$ cat src/rtl/vseq_pkg.sv
package vseq_pkg;
    localparam int XLEN  = 32;
    localparam int NREG  = 32;
    localparam int REG_W = $clog2(NREG);
    localparam int VL_W  = $clog2(XLEN + 1);
    localparam int IDX_W = $clog2(XLEN);
    localparam int NOPD  = 3;

    typedef logic [REG_W-1:0] reg_t;
    typedef logic [VL_W-1:0]  vlen_t;

    typedef struct packed {
        reg_t base;
        logic vec;
    } operand_t;

    function automatic vlen_t run_length(vlen_t a, vlen_t b);
        vlen_t m;
        m = (a < b) ? a : b;
        if (m > vlen_t'(XLEN)) m = vlen_t'(XLEN);
        return m;
    endfunction
endpackage

$ cat src/rtl/vseq_ctrl.sv
module vseq_ctrl
    import vseq_pkg::*;
(
    input  logic  clk,
    input  logic  rst,
    input  logic  start,
    input  vlen_t len,
    output logic  accept,
    output logic  active,
    output vlen_t idx,
    output logic  done
);
    vlen_t last_q;

    assign accept = start & ~active;

    always_ff @(posedge clk) begin
        if (rst) begin
            active <= 1'b0;
            idx    <= '0;
            last_q <= '0;
            done   <= 1'b0;
        end else begin
            done <= 1'b0;
            if (accept) begin
                idx    <= '0;
                last_q <= len - 1'b1;
                active <= (len != '0);
                done   <= (len == '0);
            end else if (active) begin
                if (idx == last_q) begin
                    active <= 1'b0;
                    done   <= 1'b1;
                end else begin
                    idx <= idx + 1'b1;
                end
            end
        end
    end


    zero_len_chk: assert property (@(posedge clk) disable iff (rst)
        (accept && len == '0) |=> (done && !active));

    done_after_last_chk: assert property (@(posedge clk) disable iff (rst)
        $fell(active) |-> done);

    done_idle_chk: assert property (@(posedge clk) disable iff (rst)
        done |-> !active);

    idx_step_chk: assert property (@(posedge clk) disable iff (rst)
        (active && !$past(accept) && $past(active)) |-> idx == $past(idx) + 1'b1);
endmodule

$ cat src/rtl/vseq_operand_walk.sv
module vseq_operand_walk
    import vseq_pkg::*;
(
    input  logic     clk,
    input  logic     rst,
    input  logic     load,
    input  logic     step,
    input  operand_t opd,
    output reg_t     cur
);
    operand_t opd_q;
    reg_t     off_q;

    always_ff @(posedge clk) begin
        if (rst) begin
            opd_q <= '0;
            off_q <= '0;
        end else if (load) begin
            opd_q <= opd;
            off_q <= '0;
        end else if (step && opd_q.vec) begin
            off_q <= off_q + 1'b1;
        end
    end

    assign cur = opd_q.base + off_q;


    scalar_hold_chk: assert property (@(posedge clk) disable iff (rst)
        (step && !load && !opd_q.vec) |=> cur == $past(cur));

    vector_step_chk: assert property (@(posedge clk) disable iff (rst)
        (step && !load && opd_q.vec) |=> cur == reg_t'($past(cur) + 1'b1));
endmodule

$ cat src/rtl/vec_issue_seq.sv
module vec_issue_seq
    import vseq_pkg::*;
(
    input  logic             clk,
    input  logic             rst,
    input  logic             start,
    input  logic [REG_W-1:0] rd,
    input  logic [REG_W-1:0] rs1,
    input  logic [REG_W-1:0] rs2,
    input  logic [VL_W-1:0]  vl,
    input  logic [VL_W-1:0]  dst_vl,
    input  logic [NREG-1:0]  vec_map,
    input  logic [XLEN-1:0]  pred_mask,
    output logic             op_valid,
    output logic             op_wen,
    output logic [IDX_W-1:0] op_idx,
    output logic [REG_W-1:0] op_rd,
    output logic [REG_W-1:0] op_rs1,
    output logic [REG_W-1:0] op_rs2,
    output logic             done
);
    logic            accept, active;
    vlen_t           idx;
    logic [XLEN-1:0] pred_q;
    reg_t            bases [NOPD];
    reg_t            curs  [NOPD];

    assign bases[0] = rd;
    assign bases[1] = rs1;
    assign bases[2] = rs2;

    vseq_ctrl u_ctrl (
        .clk    (clk),
        .rst    (rst),
        .start  (start),
        .len    (run_length(vl, dst_vl)),
        .accept (accept),
        .active (active),
        .idx    (idx),
        .done   (done)
    );

    for (genvar g = 0; g < NOPD; g++) begin : g_opd
        operand_t opd_in;
        assign opd_in.base = bases[g];
        assign opd_in.vec  = vec_map[bases[g]];
        vseq_operand_walk u_walk (
            .clk  (clk),
            .rst  (rst),
            .load (accept),
            .step (active),
            .opd  (opd_in),
            .cur  (curs[g])
        );
    end

    always_ff @(posedge clk) begin
        if (rst)         pred_q <= '0;
        else if (accept) pred_q <= pred_mask;
    end

    assign op_valid = active;
    assign op_idx   = idx[IDX_W-1:0];
    assign op_wen   = active & pred_q[idx[IDX_W-1:0]];
    assign op_rd    = curs[0];
    assign op_rs1   = curs[1];
    assign op_rs2   = curs[2];


    wen_needs_valid_chk: assert property (@(posedge clk) disable iff (rst)
        op_wen |-> op_valid);

    idx_cap_chk: assert property (@(posedge clk) disable iff (rst)
        op_valid |-> idx < vlen_t'(XLEN));

    busy_start_chk: assert property (@(posedge clk) disable iff (rst)
        (op_valid && start && op_idx == '0) |=> !(op_valid && op_idx == '0));
endmodule

$ cat config.mk
export PLATFORM = sky130hd
export DESIGN_NAME = vec_issue_seq
export DESIGN_NICKNAME = d
export VERILOG_FILES = /design/src/rtl/vseq_pkg.sv /design/src/rtl/vseq_ctrl.sv /design/src/rtl/vseq_operand_walk.sv /design/src/rtl/vec_issue_seq.sv
export SDC_FILE = /design/constraint.sdc
export NUM_CORES = 1
export LEC_CHECK = 0
export BUFFER_PORTS_ARGS = -buffer_cell sky130_fd_sc_hd__buf_2
export CAP_MARGIN = 25
export CORE_MARGIN = 10
export CORE_UTILIZATION = 40
export CTS_BUF_LIST = sky130_fd_sc_hd__clkbuf_8 sky130_fd_sc_hd__clkbuf_16
export DETAILED_ROUTE_END_ITERATION = 8
export PLACE_DENSITY = 0.73
export RECOVER_POWER = 50
export SLEW_MARGIN = 20
export SYNTH_ARGS = -nofsm -noshare
export SYNTH_HDL_FRONTEND = slang
export SYNTH_SLANG_ARGS = --single-unit
$ cat constraint.sdc
create_clock -name clk -period 2.15 [get_ports clk]
set_input_delay 0.1075 -clock clk [delete_from_list [all_inputs] [get_ports clk]]
set_output_delay 0.1075 -clock clk [all_outputs]
set_load 0.01 [all_outputs]
==> flow_summary_export.csv, run 1 <==
group,metric,value,unit
placed_design,io_buffers,116,
timing,fin_setup_tns,-41.4,ps
synthesis,synth_top_area_share,0.323,
synthesis,synthArstFlopShare,0,
synthesis,syn-instance-count,531,
placed_design,gp_congestion,0.915,
global_route,antenna_found_initial,0,
setup_path,path_class,"register to output port",
placed_design,post-dp-hpwl,10500,um
pwr,powerDensity,649,nW/um^2
die,io_pins,117,
setup_path,cp_cell_sequence,"mux4_2 > mux4_2 > a21oi_2 > nor2b_1 > buf_2",
clock_network,cts_tree,"built",
setup_path,cp_top_family,"multiplexers",
global_route,grtUsageTotal,0.155,
status,failed_checks,"negative setup slack",
die,fp-row-count,40,
setup_path,critPathLaunchType,"register",
timing,max_freq,0.456,GHz
setup_path,worst_ep_required_time,2040,ps
setup_path,path_buf_inv,1,
route,drcViolationCount,0,
synthesis,synth.distinct_cells,39,
die,die-area,17000,um^2
setup_path,cp_slowest_cell,"mux4_2",
timing,finClkSkew,4.91,ps
setup_path,cpMostUsedCell,"mux4_2",
global_route,grt_max_degree,33,
synthesis,syn_area_per_cell,9.21,um^2
synthesis,yosysWarnings,0,
global_route,grt_pass1_vias,4528,
synthesis,synth_area_leaders,"dfxtp_1, mux4_1, nand2_1",
timing,fin_crit_sh,1.02,
status,status,"finished with violations",
die,coreArea,12000,um^2
cells_and_area,num_antenna_cells,0,
cells_and_area,fill_cells,1128,
die,initial_utilization,0.407,
synthesis,synth_area,4890,um^2
cells_and_area,layout-drive-gt1-share,0.250,
route,vias,4266,
timing,setup_viol,1,
clock_network,cts_hold_repair.buffers,0,
route,drtPass1Iterations,4,
pwr,ir_drop,315,uV
global_route,grt.overflow.total,0,
route,wl_per_cell,16.7,um
global_route,grt_pass1_wl,21300,um
synthesis,yosys.area.top_type,"dfxtp_1",
route,drt-total-wl,13100,um
flow_run,max-cap-violations,0,
setup_path,path_max_fanout,8,
setup_path,cp-end-kind,"output port",
timing,holdWs,12.8,ps
timing,finalCriticalPeriod,2190,ps
synthesis,synth_edf_count,0,
setup_path,max_stage_delay,520,ps
cells_and_area,nets,757,
synthesis,yosys-top-cells-count,"nand2_1, dfxtp_1, a21oi_1, nor2_1",
clock_network,cts_buffers,9,
timing,slew_viol_final,0,
clock_network,clk_pin_slew,60,ps
timing,maxSlewHeadroom,0.646,
synthesis,seq_area_frac_synth,0.323,
hold_path,min_path_type,"primary input to register",
synthesis,yosysMostFrequentCell,"nand2_1",
timing,worstMarginPinSlew,530,ps
pwr,leakagePower,2.64,nW
timing,worst_slack,-41.4,ps
clock_network,cts.sinks,79,
synthesis,syn_nets,651,
timing,hold_viol,0,
clock_network,htreeDepth,3,
clock_network,clk_latency,330,ps
die,die_w,131,um
clock_network,clockBufferDepth,2,
synthesis,synth-main-ff-cell,"dfxtp_1",
die,fp.dieH,131,um
timing,rsz0062_at_grt,"true",
route,drtAntennaViolNets,0,
route,vias_per_cell,5.41,
synthesis,ys_seq_elements,79,
route,drtIter0Drc,254,
cells_and_area,syn_to_final_growth,20.3,%
setup_path,cp.arrival,2080,ps
clock_network,cts-root-buf,"clkbuf_16",
cells_and_area,post-route-util,0.490,
[sequential cells by signal (all words and copies together), names as in the netlist]
| register | count |
|---|---|
| pred_q | 32 |
| g_opd.u_walk.opd_q | 18 |
| g_opd.u_walk.off_q | 15 |
| u_ctrl.idx | 6 |
| u_ctrl.last_q | 6 |
| u_ctrl.active | 1 |
| u_ctrl.done | 1 |
[tightest hold or removal path, stage by stage]
cell,delay [ps]
buf_2,90
nand2_1,40
a21oi_1,50
[cell families after synthesis]
family                   share of synthesized area
flip-flops                                   0.323
adder cells (fa/ha/maj)                     0.0711
XOR/XNOR                                    0.0681
multiplexers                                 0.210
buffers and inverters                       0.0550
AO/OA/AOI/OAI                                0.108
AND/OR/NAND/NOR                              0.165
[layer usage]
| layer | up-vias | wire length (um) | GRT usage |
|---|---|---|---|
| met5 | - | 0 | 0 |
| met4 | 0 | 242 | 0.0549 |
| met3 | 22 | 762 | 0.0419 |
| met2 | 133 | 6710 | 0.271 |
| met1 | 2017 | 5420 | 0.177 |
| li1 | 2094 | - | - |
[cell type report]
class	count	area, um^2	area share
multi-input cells	393	3060	0.519
inverters	21	78.8	0.0134
clock inverters	5	51.3	0.00872
repair buffers	133	689	0.117
clock buffers	10	239	0.0406
well taps	147	184	0.0313
flip-flops and latches	79	1590	0.269
[through the flow]
stage	std cells	power [mW]	worst slack, ps	instance area, um^2
3_3_place_gp	772	2.35	79.9	5610
6_report	788	3.82	-41.4	5880
2_1_floorplan	531	2.10	59.8	4890
4_1_cts	788	3.87	-62.0	5900
5_1_grt	788	4.02	-110	5880
3_5_place_dp	772	2.38	-20.2	5610
[timing repair]
item | CTS | global route
endpoints found under the setup margin | 2 | 4
setup buffers | 2 | 0
gates resized for setup | 5 | 4
cloned | 0 | 0
pin swaps | 2 | 2
[power breakdown]
group	internal, mW	total [mW]	switching (mW)	leakage, nW
Sequential	1.55	1.61	0.0642	0.647
Combinational	0.345	0.721	0.376	1.84
Clock	0.916	1.49	0.573	0.151
[final timing paths]
check | startpoint | depth (start not counted) | slack, ps | endpoint
hold reg to reg | pred_q[23] | 2 | 460 | pred_q[23]
setup / recovery | u_ctrl.idx[0] | 5 | -40 | op_wen
hold / removal | pred_mask[27] | 3 | 10 | pred_q[27]
setup reg to reg | u_ctrl.active | 5 | 110 | g_opd[0].u_walk.opd_q[0]
[cell usage in the layout, fill, tap and decap left out, types with 5 or more instances in the layout]
| cell type | instances |
|---|---|
| mux4_2 | 12 |
| nor2_1 | 33 |
| mux4_1 | 24 |
| nand3_1 | 16 |
| xnor2_1 | 14 |
| ha_1 | 23 |
| buf_4 | 14 |
| mux2i_1 | 9 |
| clkbuf_16 | 9 |
| buf_2 | 109 |
| nand2_1 | 112 |
| o31ai_1 | 5 |
| nand4_1 | 5 |
| dfxtp_1 | 78 |
| xor2_1 | 24 |
| clkbuf_1 | 9 |
| a21o_1 | 6 |
| a21oi_1 | 65 |
| inv_1 | 23 |
Note: power is estimated with default switching activity, not from simulation.
==> run 2, diff against run 1 <==
==> constraint.sdc (replaced) <==
create_clock -name clk -period 2 [get_ports clk]
set_input_delay 0.1 -clock clk [delete_from_list [all_inputs] [get_ports clk]]
set_output_delay 0.1 -clock clk [all_outputs]
set_load 0.01 [all_outputs]
==> run 2 against run 1 <==
  * The run still ends with negative setup slack left
  * Critical path type unchanged
  * Largest power group is now clock
  * Combinational power up 15%
  * Sequential power grew 7%
  * Via count grew 1.7%
==> flow_summary_export.csv, run 2 (synthesized netlist as in run 1, its figures left out) <==
group,metric,value,unit
global_route,grt.overflow.total,0,
placed_design,postPlaceCellArea,5720,um^2
clock_network,cts-root-buf,"clkbuf_16",
clock_network,cts_tree,"built",
clock_network,cts.sinks,79,
setup_path,critPathLaunchType,"register",
route,vias_per_cell,5.38,
cells_and_area,num_antenna_cells,0,
status,failed_checks,"negative setup slack",
die,die-area,17000,um^2
cells_and_area,instances_no_fill,806,
setup_path,r2r-start,"u_ctrl.active",
clock_network,clockBufferDepth,2,
timing,finalCriticalPeriod,2210,ps
global_route,grt_pass1_vias,4623,
setup_path,cp-startpoint,"u_ctrl.idx[0]",
cells_and_area,largest_reg_flops,32,
setup_path,r2r_setup_slack,60,ps
placed_design,post-dp-hpwl,10200,um
setup_path,r2r_cells,4,
route,wl_per_cell,16.3,um
pwr,ir_drop,451,uV
die,die_w,131,um
cells_and_area,final_area,6170,um^2
setup_path,cp_slowest_cell,"mux4_2",
cells_and_area,regArea,1600,um^2
hold_path,min_path_type,"primary input to register",
setup_path,cpMostUsedCell,"mux4_2",
timing,slew_viol_final,0,
clock_network,cts_buffers,9,
cells_and_area,nets,774,
cells_and_area,layout-drive-gt1-share,0.299,
global_route,grtUsageTotal,0.155,
timing,finClkSkew,4.21,ps
timing,setup_viol,2,
die,io_pins,117,
pwr,leakagePower,2.74,nW
cells_and_area,fill_cells,1119,
cells_and_area,regMostFlops,"pred_q",
clock_network,clk_latency,330,ps
die,fp.dieH,131,um
cells_and_area,mostFrequentLayoutCells,"nand2_1, buf_2, dfxtp_1",
timing,maxSlewHeadroom,0.318,
status,status,"finished with violations",
setup_path,worst_ep_required_time,1900,ps
route,drtAntennaViolNets,0,
placed_design,io_buffers,116,
pwr,powerDensity,702,nW/um^2
setup_path,max_stage_delay,490,ps
hold_path,holdCritStartpoint,"pred_mask[18]",
setup_path,cp_cell_sequence,"buf_12 > mux4_2 > mux4_2 > a21oi_2 > nor2b_1 > buf_2",
clock_network,clk_pin_slew,60,ps
placed_design,gp_congestion,0.857,
flow_run,max-cap-violations,0,
global_route,grt_max_degree,58,
setup_path,path_max_fanout,9,
die,fp-row-count,40,
timing,worstMarginPinSlew,1020,ps
die,initial_utilization,0.407,
cells_and_area,post-route-util,0.514,
pwr,total_power,4.33,mW
route,drt-total-wl,13200,um
setup_path,cp.arrival,2110,ps
global_route,grt_pass1_wl,21700,um
route,vias,4340,
timing,max_freq,0.451,GHz
route,drtPass1Iterations,4,
cells_and_area,syn_to_final_growth,26.2,%
route,drtIter0Drc,244,
timing,worst_slack,-215,ps
cells_and_area,multi_input_area,3130,um^2
timing,hold_viol,0,
global_route,antenna_found_initial,0,
placed_design,dp.cells,780,
cells_and_area,top_regs,"pred_q (32), g_opd.u_walk.opd_q (18), g_opd.u_walk.off_q (15)",
clock_network,htreeDepth,3,
route,drcViolationCount,0,
setup_path,crit_end,"op_wen",
die,coreArea,12000,um^2
setup_path,path_class,"register to output port",
timing,rsz0062_at_grt,"true",
timing,fin_setup_tns,-256,ps
timing,fin_crit_sh,1.11,
setup_path,reg2reg_to,"pred_q[21]",
setup_path,cp-end-kind,"output port",
## run 2: worst min-delay path by stage
stage / cells past startpoint / end / slack, ps
after floorplan: 2 / pred_q[0] / 240
after global routing: 3 / pred_q[3] / 10
final: 3 / pred_q[18] / 10
after CTS: 3 / pred_q[18] / 0.04
after global placement: 3 / pred_q[19] / 340
after detailed placement: 3 / pred_q[26] / 350
## run 2: worst max-delay path, delay by kind of cell (launching register included)
family / cells / cell delay [ps]
AOI/OAI and AO/OA: 1 / 140
buffers and inverters: 2 / 270
DFF: 1 / 350
muxes: 2 / 980
and+or+nand+nor: 1 / 50
## run 2: layer usage
layer | up-vias | part of all wire | track usage
met3 | 12 | 0.057 | 0.0379
li1 | 2124 | - | -
met1 | 2081 | 0.42 | 0.182
met2 | 123 | 0.51 | 0.268
met4 | 0 | 0.011 | 0.0576
met5 | - | 0 | 0
## run 2: final cells by class
class / instances / share of cell area
Clock buffer: 10 / 0.0387
Clock inverter: 6 / 0.0138
Inverter: 21 / 0.0134
Multi-Input combinational cell: 393 / 0.508
Sequential cell: 79 / 0.259
Tap cell: 147 / 0.0298
Timing Repair Buffer: 150 / 0.138
## run 2: repair_timing
action | CTS | global route
hold endpoints to repair | 4 | 0
hold buffers | 4 | 0
endpoints found under the setup margin | 4 | 4
gates cloned | 0 | 0
buffers inserted | 3 | 3
gates resized for setup | 10 | 17
pin swaps | 1 | 7
## run 2: metrics by stage
stage               setup WS, ps  hold WS [ps]
CTS                         -225        0.0397
floorplan                   14.9           236
finish                      -215          10.5
detailed placement          -221           349
global route                -313          12.2
global placement           -91.0           341
## run 2: where the power goes
part | switching, mW | total, mW | internal (mW)
clock | 0.651 | 1.77 | 1.12
combinational | 0.421 | 0.827 | 0.406
sequential | 0.0650 | 1.73 | 1.66
total | 1.14 | 4.33 | 3.19
